`src/rtl/uart_reg_pkg.sv`:
```
package uart_reg_pkg;

  typedef enum logic [1:0] {
    RESP_OK    = 2'd0,
    RESP_WIDTH = 2'd1,
    RESP_ADDR  = 2'd2
  } respCodeT;

  typedef enum logic [3:0] {
    SEL_NONE,
    SEL_DATA,
    SEL_DLL,
    SEL_IER,
    SEL_DLH,
    SEL_IIR,
    SEL_LCR,
    SEL_MCR,
    SEL_LSR,
    SEL_SCR,
    SEL_GCTL
  } regSelT;

  typedef struct packed {
    logic     respNow;
    respCodeT code;
    regSelT   rdSel;
    logic     rdData;
    logic     rdLsr;
    logic     wrThr;
    logic     wrDll;
    logic     wrDlh;
    logic     wrIer;
    logic     wrLcr;
    logic     wrMcr;
    logic     wrScr;
    logic     wrGctl;
  } ctrlStrobeT;

endpackage

```
`src/rtl/uart_reg_ctrl.sv`:
```
module uart_reg_ctrl
  import uart_reg_pkg::*;
#(
  parameter int ADDR_W    = 8,
  parameter int STRIDE_LG = 2,
  parameter int SIZE_W    = 2,
  parameter int HALF_SIZE = 1
) (
  input  logic              busValid,
  input  logic              busWrite,
  input  logic [SIZE_W-1:0] busSize,
  input  logic [ADDR_W-1:0] busAddr,
  input  logic              dlabOn,
  output ctrlStrobeT        strb
);

  localparam int SLOT_W = ADDR_W - STRIDE_LG;
  localparam logic [SLOT_W-1:0] SLOT_DATA = SLOT_W'(0);
  localparam logic [SLOT_W-1:0] SLOT_IER  = SLOT_W'(1);
  localparam logic [SLOT_W-1:0] SLOT_IIR  = SLOT_W'(2);
  localparam logic [SLOT_W-1:0] SLOT_LCR  = SLOT_W'(3);
  localparam logic [SLOT_W-1:0] SLOT_MCR  = SLOT_W'(4);
  localparam logic [SLOT_W-1:0] SLOT_LSR  = SLOT_W'(5);
  localparam logic [SLOT_W-1:0] SLOT_SCR  = SLOT_W'(7);
  localparam logic [SLOT_W-1:0] SLOT_GCTL = SLOT_W'(9);
  localparam logic [SIZE_W-1:0] SIZE_OK   = SIZE_W'(HALF_SIZE);

  logic [SLOT_W-1:0] slotIdx;
  logic              aligned;
  regSelT            sel;

  assign slotIdx = busAddr[ADDR_W-1:STRIDE_LG];
  assign aligned = (busAddr[STRIDE_LG-1:0] == '0);

  // slot decode; the divisor bit banks the two lowest slots
  always_comb begin
    sel = SEL_NONE;
    if (aligned) begin
      case (slotIdx)
        SLOT_DATA: sel = dlabOn ? SEL_DLL : SEL_DATA;
        SLOT_IER:  sel = dlabOn ? SEL_DLH : SEL_IER;
        SLOT_IIR:  sel = SEL_IIR;
        SLOT_LCR:  sel = SEL_LCR;
        SLOT_MCR:  sel = SEL_MCR;
        SLOT_LSR:  sel = SEL_LSR;
        SLOT_SCR:  sel = SEL_SCR;
        SLOT_GCTL: sel = SEL_GCTL;
        default:   sel = SEL_NONE;
      endcase
    end
  end

  // width check outranks the missing-register check
  always_comb begin
    strb       = '0;
    strb.code  = RESP_OK;
    strb.rdSel = SEL_NONE;
    if (busValid) begin
      strb.respNow = 1'b1;
      if (busSize != SIZE_OK) begin
        strb.code = RESP_WIDTH;
      end else if (sel == SEL_NONE) begin
        strb.code = RESP_ADDR;
      end else if (busWrite) begin
        case (sel)
          SEL_DATA: strb.wrThr  = 1'b1;
          SEL_DLL:  strb.wrDll  = 1'b1;
          SEL_DLH:  strb.wrDlh  = 1'b1;
          SEL_IER:  strb.wrIer  = 1'b1;
          SEL_LCR:  strb.wrLcr  = 1'b1;
          SEL_MCR:  strb.wrMcr  = 1'b1;
          SEL_SCR:  strb.wrScr  = 1'b1;
          SEL_GCTL: strb.wrGctl = 1'b1;
          default:  ;
        endcase
      end else begin
        strb.rdSel  = sel;
        strb.rdData = (sel == SEL_DATA);
        strb.rdLsr  = (sel == SEL_LSR);
      end
    end
  end

endmodule

```
`src/rtl/uart_reg_dp.sv`:
```
module uart_reg_dp
  import uart_reg_pkg::*;
#(
  parameter int DATA_W    = 16,
  parameter int BYTE_W    = 8,
  parameter int DLAB_BIT  = 7,
  parameter int LOOP_BIT  = 4,
  parameter int ERBFI_BIT = 0,
  parameter int ETBEI_BIT = 1,
  parameter int DR_BIT    = 0,
  parameter int THRE_BIT  = 5,
  parameter int TEMT_BIT  = 6
) (
  input  logic              clk,
  input  logic              rstN,
  input  ctrlStrobeT        strb,
  input  logic [DATA_W-1:0] busWdata,
  input  logic              txIdle,
  input  logic [BYTE_W-1:0] rxData,
  input  logic              rxValid,
  output logic              dlabOn,
  output logic              respValid,
  output logic [1:0]        respCode,
  output logic [DATA_W-1:0] respData,
  output logic [BYTE_W-1:0] txData,
  output logic              txStrobe,
  output logic              txEvent,
  output logic              rxEvent
);

  localparam logic [DATA_W-1:0] DLL_RST = DATA_W'(1);
  localparam logic [DATA_W-1:0] IIR_RST = DATA_W'(1);
  localparam logic [DATA_W-1:0] LSR_RST =
    DATA_W'((1 << THRE_BIT) | (1 << TEMT_BIT));

  logic [DATA_W-1:0] dllReg, dlhReg, ierReg, lcrReg, mcrReg, scrReg, gctlReg;
  logic [DATA_W-1:0] rbrReg, lsrStore;
  logic [BYTE_W-1:0] loopByte;
  logic              loopPend;
  logic              loopOn;
  logic              dataReady;
  logic [DATA_W-1:0] liveStat;
  logic [DATA_W-1:0] dataNext;
  logic [DATA_W-1:0] rdMux;

  assign dlabOn    = lcrReg[DLAB_BIT];
  assign loopOn    = mcrReg[LOOP_BIT];
  assign dataReady = loopPend | (~loopOn & rxValid);
  assign rxEvent   = ierReg[ERBFI_BIT] & dataReady;

  always_comb begin
    liveStat           = '0;
    liveStat[DR_BIT]   = dataReady;
    liveStat[THRE_BIT] = txIdle;
    liveStat[TEMT_BIT] = txIdle;
  end

  // value a data read would return this cycle
  always_comb begin
    if (loopPend)
      dataNext = DATA_W'(loopByte);
    else if (!loopOn && rxValid)
      dataNext = DATA_W'(rxData);
    else
      dataNext = rbrReg;
  end

  always_comb begin
    case (strb.rdSel)
      SEL_DATA: rdMux = dataNext;
      SEL_DLL:  rdMux = dllReg;
      SEL_DLH:  rdMux = dlhReg;
      SEL_IER:  rdMux = ierReg;
      SEL_IIR:  rdMux = IIR_RST;
      SEL_LCR:  rdMux = lcrReg;
      SEL_MCR:  rdMux = mcrReg;
      SEL_LSR:  rdMux = lsrStore | liveStat;
      SEL_SCR:  rdMux = scrReg;
      SEL_GCTL: rdMux = gctlReg;
      default:  rdMux = '0;
    endcase
  end

  always_ff @(posedge clk) begin
    if (!rstN) begin
      dllReg    <= DLL_RST;
      dlhReg    <= '0;
      ierReg    <= '0;
      lcrReg    <= '0;
      mcrReg    <= '0;
      scrReg    <= '0;
      gctlReg   <= '0;
      rbrReg    <= '0;
      lsrStore  <= LSR_RST;
      loopByte  <= '0;
      loopPend  <= 1'b0;
      respValid <= 1'b0;
      respCode  <= RESP_OK;
      respData  <= '0;
      txData    <= '0;
      txStrobe  <= 1'b0;
      txEvent   <= 1'b0;
    end else begin
      respValid <= strb.respNow;
      respCode  <= strb.code;
      respData  <= rdMux;
      txStrobe  <= 1'b0;
      txEvent   <= 1'b0;
      if (strb.wrDll)  dllReg  <= busWdata;
      if (strb.wrDlh)  dlhReg  <= busWdata;
      if (strb.wrIer)  ierReg  <= busWdata;
      if (strb.wrLcr)  lcrReg  <= busWdata;
      if (strb.wrMcr)  mcrReg  <= busWdata;
      if (strb.wrScr)  scrReg  <= busWdata;
      if (strb.wrGctl) gctlReg <= busWdata;
      if (strb.wrThr) begin
        txData   <= busWdata[BYTE_W-1:0];
        txStrobe <= 1'b1;
        txEvent  <= ierReg[ETBEI_BIT];
        if (loopOn) begin
          loopByte <= busWdata[BYTE_W-1:0];
          loopPend <= 1'b1;
        end
      end
      if (strb.rdData) begin
        rbrReg <= dataNext;
        if (loopPend) loopPend <= 1'b0;
      end
      if (strb.rdLsr) lsrStore <= '0;
    end
  end

  AST_TX_EVENT_WITH_STROBE: assert property (@(posedge clk) disable iff (!rstN)
    txEvent |-> txStrobe);

  AST_LSR_CLEARED: assert property (@(posedge clk) disable iff (!rstN)
    strb.rdLsr |=> (lsrStore == '0));

  AST_LOOP_HOLDS: assert property (@(posedge clk) disable iff (!rstN)
    (strb.wrThr && loopOn) |=> loopPend);

  AST_ERR_NO_CHANGE: assert property (@(posedge clk) disable iff (!rstN)
    (respValid && respCode != RESP_OK) |->
      (lcrReg == $past(lcrReg) && scrReg == $past(scrReg) &&
       ierReg == $past(ierReg) && !txStrobe));

endmodule

```
`src/rtl/uart_reg_bank.sv`:
```
module uart_reg_bank
  import uart_reg_pkg::*;
#(
  parameter int ADDR_W    = 8,
  parameter int DATA_W    = 16,
  parameter int BYTE_W    = 8,
  parameter int STRIDE_LG = 2,
  parameter int SIZE_W    = 2
) (
  input  logic              clk,
  input  logic              rstN,
  input  logic              busValid,
  input  logic              busWrite,
  input  logic [SIZE_W-1:0] busSize,
  input  logic [ADDR_W-1:0] busAddr,
  input  logic [DATA_W-1:0] busWdata,
  output logic              respValid,
  output logic [1:0]        respCode,
  output logic [DATA_W-1:0] respData,
  output logic [BYTE_W-1:0] txData,
  output logic              txStrobe,
  output logic              txEvent,
  input  logic              txIdle,
  input  logic [BYTE_W-1:0] rxData,
  input  logic              rxValid,
  output logic              rxEvent
);

  localparam int HALF_SIZE = $clog2(DATA_W / 8);

  ctrlStrobeT strb;
  logic       dlabOn;

  uart_reg_ctrl #(
    .ADDR_W(ADDR_W), .STRIDE_LG(STRIDE_LG), .SIZE_W(SIZE_W), .HALF_SIZE(HALF_SIZE)
  ) ctrl_i (
    .busValid(busValid), .busWrite(busWrite), .busSize(busSize),
    .busAddr(busAddr), .dlabOn(dlabOn), .strb(strb)
  );

  uart_reg_dp #(
    .DATA_W(DATA_W), .BYTE_W(BYTE_W)
  ) dp_i (
    .clk(clk), .rstN(rstN), .strb(strb), .busWdata(busWdata),
    .txIdle(txIdle), .rxData(rxData), .rxValid(rxValid), .dlabOn(dlabOn),
    .respValid(respValid), .respCode(respCode), .respData(respData),
    .txData(txData), .txStrobe(txStrobe), .txEvent(txEvent), .rxEvent(rxEvent)
  );

  AST_RESP_FOLLOWS_REQ: assert property (@(posedge clk) disable iff (!rstN)
    busValid |=> respValid);

  AST_NO_SPURIOUS_RESP: assert property (@(posedge clk) disable iff (!rstN)
    !busValid |=> !respValid);

endmodule

```
`config.mk`:
```
export PLATFORM = sky130hd
export DESIGN_NAME = uart_reg_bank
export DESIGN_NICKNAME = d
export VERILOG_FILES = /design/src/rtl/uart_reg_pkg.sv /design/src/rtl/uart_reg_ctrl.sv /design/src/rtl/uart_reg_dp.sv /design/src/rtl/uart_reg_bank.sv
export SDC_FILE = /design/constraint.sdc
export NUM_CORES = 1
export LEC_CHECK = 0
export ABC_AREA = 1
export BUFFER_PORTS_ARGS = -buffer_cell sky130_fd_sc_hd__buf_2
export CAP_MARGIN = 15
export CORE_UTILIZATION = 40
export DETAILED_ROUTE_END_ITERATION = 6
export GPL_TIMING_DRIVEN = 1
export PLACE_DENSITY = 0.62
export SYNTH_ARGS = -nofsm -noshare
export SYNTH_HDL_FRONTEND = slang
export SYNTH_SLANG_ARGS = --single-unit
```
`constraint.sdc`:
```
create_clock -name clk -period 2.4 [get_ports clk]
set_clock_uncertainty 0.2 [all_clocks]
set_input_delay 0.24 -clock clk [delete_from_list [all_inputs] [get_ports clk]]
set_output_delay 0.24 -clock clk [all_outputs]
set_load 0.1 [all_outputs]
```
==> key figures <==
Run status
  – Outcome: complete, no violations

Timing
  – Hold WS: 0.0754 ns
  – Endpoints failing hold: 0
  – Final setup fails: 0
  – Min cycle time layout: 2.18 ns
  – Worst slew pin tran: 0.544 ns
  – RSZ-0062 raised after global routing: no
  – Setup TNS: 0 ns
  – Fin crit share: 90.8%
  – Worst rel slew slack: 63.6%
  – Slew Limit Fails: 0
  – Fmax: 459 MHz

Synth
  – Post-Syn Nets: 977
  – Post-synthesis xor/xnor area fraction: 0%
  – Post-synthesis compound-gate area fraction: 22.2%
  – Mapped Cells: 937
  – Yosys cell types: 31
  – Post-synth EDFFs: 0
  – Ys async rst share: 0%
  – Post-synthesis adder-cell area fraction: 0%
  – Synthesis Warnings: 0
  – Avg Synthesized Cell Area: 7.34 um^2
  – Largest family of logic cells by synthesized area: compound AO/OA/AOI/OAI gates
  – Simple-gate share of the synthesized area: 21.5%
  – Top FF cell, synth: dfxtp_1
  – Post-Syn Area: 6880 um^2
  – Seq cells post-synth: 167
  – Post-synthesis mux area share: 0%
  – Post-synthesis sequential area ratio: 48.6%

Power
  – Pleak: 3.72 nW
  – Pwr/cell area: 678 nW/um^2
  – Worst VDD drop: 0.000460 V

Die
  – # rows: 47
  – Chip width: 133 um
  – Core area: 16700 um^2
  – Starting Density: 41.2%
  – Die ar.: 17700 um^2
  – I/O Pins: 70
  – Die Height: 133 um

Setup path
  – Crit path max fanout: 10
  – WS Path Type: in2reg
  – Worst path cell trace: dlygate4sd3_1, buf_2, nor2_1, nand2_1, nor2_2, nand2_1, inv_2, nand2_2, inv_2, nand2_2, buf_4, buf_4, o21ai_0, a21oi_1
  – CP arrival: 2.29 ns
  – Slowest stage delay, CP: 0.55 ns
  – R2r startpoint: dp_i.lcrReg[7]$_SDFFE_PN0P_
  – Critical path startpoint category: primary input
  – Reg-to-Reg End: dp_i.respData[5]$_SDFF_PN0_
  – Worst EP required: 2.51 ns
  – Reg2Reg Setup Slack: 0.33 ns
  – Bufs and invs on worst path: 6
  – Critical path's top delay family: buffers and inverters
  – Critical Path Slowest Stage Cell: dlygate4sd3_1
  – R2R cell count: 13
  – CP endpoint kind: flop

Clock network
  – Longest Clk Path Bufs: 2
  – Clock-pin slew of the registers on the worst-case setup and hold paths: 0.06 ns
  – CTS root buffer: clkbuf_16
  – Postcts setup bufs: 0
  – CTS tree: yes
  – Clock Latency Late Sink: 0.43 ns
  – Clock Sinks: 167
  – H-tree depth: 4
  – CTS buffer count: 17

Drt
  – DR DRC count: 0
  – Via count: 6350
  – Routed wire length: 19.8 mm
  – Vias per Instance: 5.01
  – Routed Antenna Nets: 0
  – First drt pass iteration count: 7
  – DR WL/cell: 15.6 um
  – Iteration-0 DRC count of the detailed router: 534

Place
  – RD Place Congestion: 0.805
  – Post-DP HPWL: 13.1 mm
  – Port Buf Inserts: 69
  – Placed inst area: 7720 um^2

Cells and area
  – Antenna Diode Count: 0
  – Utilization after layout: 51.0%
  – Layout cell share with drive strength beyond 1: 17.0%
  – NumNets Final: 1076
  – Most frequent cells in the layout: nand2_1, dfxtp_1, a21oi_1, o21ai_0, inv_1
  – Most common cell after layout, fill and taps aside: nand2_1
  – Post-route design area: 8520 um^2
  – Fillers: 1628
  – Area growth, synth to finish: 24.0%

Global route
  – First-pass GRT wire length: 31.2 mm
  – Largest net degree at the start of global routing: 77
  – Initial antenna violation count: 0
  – Number of global-route vias before repair: 5784
  – GRT Residual Overflow: 0
  – Gr usage total: 23.1%

Worst hold path
  – Endpoint, Worst Hold: dp_i.rbrReg[2]$_SDFFE_PN0P_
  – Hold path start: rxData[2]
  – Hold WC Path Type: in2reg
  – Worst hold stages: 5

Flow run
  – Max-capacitance violation count: 0
[per-layer routing]
layer	global-route usage, %	vias up	share of wire [%]
met5	0	-	0
met4	8.71	0	2.3
met3	4.38	33	4.7
met2	36.9	166	46
met1	30.8	2860	47
li1	-	3291	-
[cell type report]
cell class	instances	area, um^2	area share, %
inverter	82	309	3.63
multi-input combinational	638	3020	35.4
clock buffer	20	467	5.47
sequential	167	3340	39.2
timing repair buffer	130	987	11.6
clock inverter	10	121	1.42
tap	220	275	3.23
[cells by family (layout without fill, tap and decap cells)]
| family | after synthesis | after routing |
|---|---|---|
| and+or+nand+nor | 341 | 341 |
| AOI/OAI and AO/OA | 297 | 297 |
| DFF | 167 | 167 |
| buffers and inverters | 132 | 242 |
[timing repair]
| action | 4_1_cts | 5_1_grt |
|---|---|---|
| hold buffers | 21 | 0 |
| endpoints found under the hold margin | 72 | 0 |
| setup endpoints to repair | 1 | 21 |
| gates resized for setup | 1 | 5 |
[worst min-delay path, delay by kind of cell]
kind,cells,cell delay (ns)
compound gates,2,0.16
simple gates,2,0.16
buf+inv,1,0.09
[sequential cells by signal, summed over array words and instances (netlist names), 2 cells and up]
register	count
dp_i.loopByte	8
dp_i.lcrReg	16
dp_i.txData	8
dp_i.mcrReg	16
dp_i.dllReg	16
dp_i.dlhReg	16
dp_i.gctlReg	16
dp_i.ierReg	16
dp_i.respData	16
dp_i.rbrReg	16
dp_i.respCode	2
dp_i.scrReg	16
[worst max-delay path by stage]
stage	end	slack (ns)	from	depth (start not counted)
after CTS	dp_i.rbrReg[13]$_SDFFE_PN0P_	0.15	busSize[1]	14
after global placement	dp_i.respData[5]$_SDFF_PN0_	0.17	busAddr[5]	15
final	dp_i.loopPend$_SDFF_PN0_	0.22	busSize[1]	14
after global routing	dp_i.respData[2]$_SDFF_PN0_	0.0002	busSize[0]	15
after detailed placement	dp_i.respData[4]$_SDFF_PN0_	0.15	busAddr[5]	13
after floorplan	rxEvent	0.14	rxValid	5
[stage by stage]
stage | instances | worst slack (ns) | power (mW)
finish | 1267 | 0.220 | 5.78
global route | 1267 | 0.000232 | 5.96
CTS | 1267 | 0.147 | 5.82
detailed placement | 1216 | 0.154 | 3.06
global placement | 1216 | 0.172 | 3.06
floorplan | 937 | 0.136 | 2.96
[synth_stat cells, types with 2 or more instances]
library cell    n  area, um^2
clkinv_1        3        11.3
a211oi_1       11        82.6
nor3_1          2        10.0
dfxtp_1       167        3340
clkbuf_1       28         105
nand4_1         5        31.3
buf_4           3        22.5
a31oi_1         8        50.1
nand2_1       197         739
nand2_2         8        50.1
o21ai_0       133         666
nor2_2          6        37.5
buf_2          18        90.1
nand3_1        33         165
a21oi_1       141         706
o21ai_1         2        10.0
nor2_4          6        67.6
nor3b_1         2        15.0
inv_1          75         282
inv_2           4        15.0
nor2_1         74         278
nand3_4         2        35.0
[report_power, final]
part	leakage [nW]	switching (mW)	total (mW)	internal, mW
Combinational	2.08	0.167	0.253	0.0868
Clock	0.294	1.14	2.75	1.61
Sequential	1.34	0.000895	2.77	2.77
Total	3.72	1.31	5.78	4.47
No activity file was read; power rests on OpenSTA's default activity.
